## src/rtl/ret_stack.sv

```systemverilog
module ret_stack #(
  parameter int DEPTH = 4,
  parameter int PCW   = 12
) (
  input  logic                       clk,
  input  logic                       rst_n,
  input  logic                       push,
  input  logic [PCW-1:0]             push_pc,
  input  logic                       push_cy,
  input  logic                       pop,
  input  logic                       pop_restore,
  input  logic                       cy_in,
  output logic [PCW-1:0]             ret_pc,
  output logic                       cy_out,
  output logic [$clog2(DEPTH+1)-1:0] depth,
  output logic                       overflow,
  output logic                       underflow
);
  localparam int EW = PCW + 1;
  localparam int DW = $clog2(DEPTH+1);
  localparam logic [DW-1:0] FULL = DW'(DEPTH);

  logic [EW-1:0] stk     [DEPTH];
  logic [EW-1:0] stk_nxt [DEPTH];
  logic          empty, full;

  assign empty  = (depth == '0);
  assign full   = (depth == FULL);
  assign ret_pc = stk[0][PCW-1:0];
  assign cy_out = (pop && pop_restore) ? stk[0][PCW] : cy_in;

  always_comb begin
    for (int i = 0; i < DEPTH; i++) stk_nxt[i] = stk[i];
    if (push && pop) begin
      stk_nxt[0] = {push_cy, push_pc};
    end else if (push) begin
      for (int i = DEPTH-1; i > 0; i--) stk_nxt[i] = stk[i-1];
      stk_nxt[0] = {push_cy, push_pc};
    end else if (pop && !empty) begin
      for (int i = 0; i < DEPTH-1; i++) stk_nxt[i] = stk[i+1];
    end
  end

  always_ff @(posedge clk or negedge rst_n) begin
    if (!rst_n) begin
      for (int i = 0; i < DEPTH; i++) stk[i] <= '0;
    end else begin
      for (int i = 0; i < DEPTH; i++) stk[i] <= stk_nxt[i];
    end
  end

  always_ff @(posedge clk or negedge rst_n) begin
    if (!rst_n) begin
      depth     <= '0;
      overflow  <= 1'b0;
      underflow <= 1'b0;
    end else if (push && !pop) begin
      if (full) overflow <= 1'b1;
      else      depth    <= depth + 1'b1;
    end else if (pop && !push) begin
      if (empty) underflow <= 1'b1;
      else       depth     <= depth - 1'b1;
    end
  end
endmodule

```

## config.mk

```make
export PLATFORM = sky130hd
export DESIGN_NAME = ret_stack
export DESIGN_NICKNAME = d
export VERILOG_FILES = /design/src/rtl/ret_stack.sv
export SDC_FILE = /design/constraint.sdc
export NUM_CORES = 1
export LEC_CHECK = 0
export BUFFER_PORTS_ARGS = -buffer_cell sky130_fd_sc_hd__buf_2
export CORE_ASPECT_RATIO = 0.7
export CORE_UTILIZATION = 52
export CTS_CLUSTER_DIAMETER = 200
export DETAILED_ROUTE_END_ITERATION = 8
export GPL_TIMING_DRIVEN = 0
export PLACE_DENSITY = 0.83
export RECOVER_POWER = 100
export SLEW_MARGIN = 20
export SYNTH_ARGS = -nofsm -noshare
export SYNTH_HDL_FRONTEND = slang
export SYNTH_SLANG_ARGS = --single-unit
```

## constraint.sdc

```tcl
create_clock -name clk -period 1.52 [get_ports clk]
set_input_delay 0 -clock clk [delete_from_list [all_inputs] [get_ports clk]]
set_output_delay 0 -clock clk [all_outputs]
set_load 0.1 [all_outputs]
```

==> summary.md <==
| Metric | Value |
|---|---|
| Pleak | `1.74 nW` |
| Final core occ | `0.679` |
| Failing checks | `negative setup slack` |
| Total gr overflow | `0` |
| CP Data Required Time | `1.74 ns` |
| Clk sinks | `57` |
| Final hold vios | `0` |
| Via Count | `1946` |
| Post-Syn Area | `2860 sq um` |
| Clk root buf | `clkbuf_8` |
| Max Slew Vio Count | `0` |
| CP Max Fanout | `5` |
| Post-synth EDFFs | `0` |
| IO Port Bufs | `35` |
| Setup ws final | `-0.166 ns` |
| WL final | `6400 um` |
| Async set-reset flop share out of synthesis | `1.00` |
| Routed vias/inst | `5.30` |
| Die W | `90.7 um` |
| RSZ-0062 raised after global routing | `yes` |
| Core ar. | `5290 sq um` |
| Min cycle time layout | `1.69 ns` |
| Least-Margin Pin Slew | `0.783 ns` |
| Antenna-violating nets left | `0` |
| Area of the multi-input gates | `1300 sq um` |
| Synthesized flop and latch total | `57` |
| P per Cell Area | `2240 nW/um^2` |
| Crit share post-route | `1.11` |
| Syn Area/Cell | `12.5 sq um` |
| Initial Util | `0.542` |
| Pin count of the biggest net entering global routing | `58` |
| WS Path Type | `reg -> reg` |
| Peak VDD IR | `1.28 mV` |
| Routed WL per cell | `17.4 um` |
| Design Power | `8.05 mW` |
| DP HPWL | `3730 um` |
| Drt pass-1 iters | `4` |
| CTS Buf Count | `9` |
| Synth Warn # | `0` |
| DIE HEIGHT | `64.1 um` |
| CTS clock-pin slew for the worst setup and hold paths | `0.07 ns` |
| Setup-failing EPs final | `39` |
| Met1 GRT Util | `0.294` |
| Worst slew margin | `0.478` |
| Final setup TNS | `-2.72 ns` |
| Most instantiated cells after synthesis | `mux2_2, dfrtp_1, nand2_1, buf_4, buf_2` |
| # H-tree levels | `3` |
| Max Clk Rate | `593 MHz` |
| Layout Nets | `310` |
| Fraction of layout cells with a size suffix above 1 | `0.600` |
| DRC Markers | `0` |
| Cells after Synth | `229` |
| I/O pin count | `37` |
| Synth unique cells | `27` |
| GRT Overall Usage | `0.240` |
| Main area contributors after synthesis | `dfrtp_1, mux2_2, nand2_1` |
| Sequential cell area | `1440 sq um` |
| Slowest stage cell on the critical path | `dfrtp_4` |
| Clock Latency Late Sink | `0.34 ns` |
| DRT iter0 DRCs | `143` |
| Startpoint types | `register` |
| Initial antenna violation count | `0` |
| Critical path arrival | `1.90 ns` |
| # diodes | `0` |
| Hold WC Path Type | `in -> reg` |
| CTS max path bufs | `2` |
| GR peak layer | `met2` |
| Die ar. | `5810 sq um` |
| CP endpoint kind | `register` |
| Syn_nets | `249` |
| Met3 Use GR | `0.0750` |
| # fillers | `384` |
| Most used DFF post-synth | `dfrtp_1` |
| Count leader, synth | `mux2_2` |
| Area leader, netlist | `dfrtp_1` |
| Worst path cell trace | `nor4_4, buf_4, nor2_4, clkbuf_16, mux2_2` |
| TritonCTS clock tree | `built` |
| Met2 Use GR | `0.400` |
| Slowest Stage Delay on Critical Path | `0.51 ns` |
| Seq/Total Area, Yosys | `0.498` |
| Synth top area share | `0.498` |
| Vias in the first global route | `2038` |
| Rows | `22` |
| Status | `finished with violations` |
| Clock skew | `0.00909 ns` |
| First-pass GRT wire length | `10200 um` |
| Synth-to-layout area growth | `25.2%` |
| R2R setup slack | `-0.17 ns` |
| Gpl congestion | `0.779` |
| Finished Cell Area | `3590 sq um` |
| Cell Area, Placed | `3170 sq um` |
| Max-cap viol count | `0` |
kinds of logic (layout without fill, tap and decap cells):
| kind of cell | Yosys count | after routing | share of synthesized area |
|---|---|---|---|
| buf+inv | 26 | 92 | 0.0633 |
| fa+ha+maj | 1 | 1 | 0.00699 |
| flops | 57 | 57 | 0.498 |
| xor+xnor | 1 | 1 | 0.00568 |
| mux | 80 | 80 | 0.315 |
| simple gates | 55 | 55 | 0.0896 |
| compound gates | 9 | 9 | 0.0218 |
sequential cells by signal (all words and copies together), names as in the netlist:
name,cells
stk,40
ret_pc,12
underflow,1
depth,3
overflow,1
layout make-up:
| class | instances | share of cell area |
|---|---|---|
| clock inverters | 2 | 0.00977 |
| well taps | 72 | 0.0251 |
| plain buffers | 23 | 0.0509 |
| clock buffers | 14 | 0.0482 |
| repair buffers | 52 | 0.102 |
| flip-flops and latches | 57 | 0.401 |
| inverters | 1 | 0.00105 |
| multi-input cells | 146 | 0.362 |
through the flow:
step | std cells | hold WS (ns) | setup slack (ns)
2_1_floorplan | 229 | -0.296 | -0.270
6_report | 367 | 0.0194 | -0.166
3_3_place_gp | 336 | 0.310 | -0.360
5_1_grt | 367 | 0.0125 | -0.250
4_1_cts | 369 | 0.00830 | -0.146
3_5_place_dp | 336 | 0.107 | -0.425
worst max-delay path, delay by kind of cell (launching register included):
kind	cells	cell delay (ns)
flops	1	0.51
simple gates	2	0.41
mux	1	0.26
buf+inv	2	0.38
report_power, final:
group	leakage [nW]	total, mW	switching, mW	internal, mW
clock	0.107	1.46	0.572	0.890
sequential	0.709	2.74	0.551	2.19
combinational	0.929	3.84	2.31	1.53
total	1.74	8.05	3.44	4.61
final timing paths:
path | from | to | depth (start not counted)
worst min-delay path | push_pc[9] | ret_pc[9]$_DFFE_PN0P_ | 3
worst max register to register | depth[0]$_DFFE_PN0P_ | ret_pc[1]$_DFFE_PN0P_ | 5
min in group asynchronous | rst_n | overflow$_DFFE_PN0P_ | 2
worst max-delay path | depth[0]$_DFFE_PN0P_ | ret_pc[1]$_DFFE_PN0P_ | 5
max in group asynchronous | rst_n | depth[1]$_DFFE_PN0P_ | 2
worst min register to register | overflow$_DFFE_PN0P_ | overflow$_DFFE_PN0P_ | 1
layout by cell type, fill, tap and decap left out, types with 2 or more instances in the layout:
master,instances
buf_12,2
buf_2,38
buf_4,20
buf_6,8
clkbuf_1,3
clkbuf_4,2
clkbuf_8,12
dfrtp_1,54
dfrtp_4,3
dlygate4sd3_1,2
mux2_2,73
mux2_4,7
nand2_1,41
nor2_1,2
nor2_4,2
nor2b_1,5
o21ai_0,3
o22ai_1,2
repair_timing:
item / CTS / global route
gates cloned: 2 / 1
buffers inserted: 14 / 3
endpoints found under the hold margin: 59 / 0
endpoints found under the setup margin: 39 / 40
resized for setup: 14 / 10
pin swaps: 4 / 6
hold buffers: 2 / 0
routing by layer:
layer	vias to the layer above	part of all wire	wire [um]
met1	977	0.45	2900
met4	0	0.014	87
li1	901	-	-
met5	-	0	0
met3	11	0.047	302
met2	57	0.49	3120
Power figures use the tool's default switching activity.
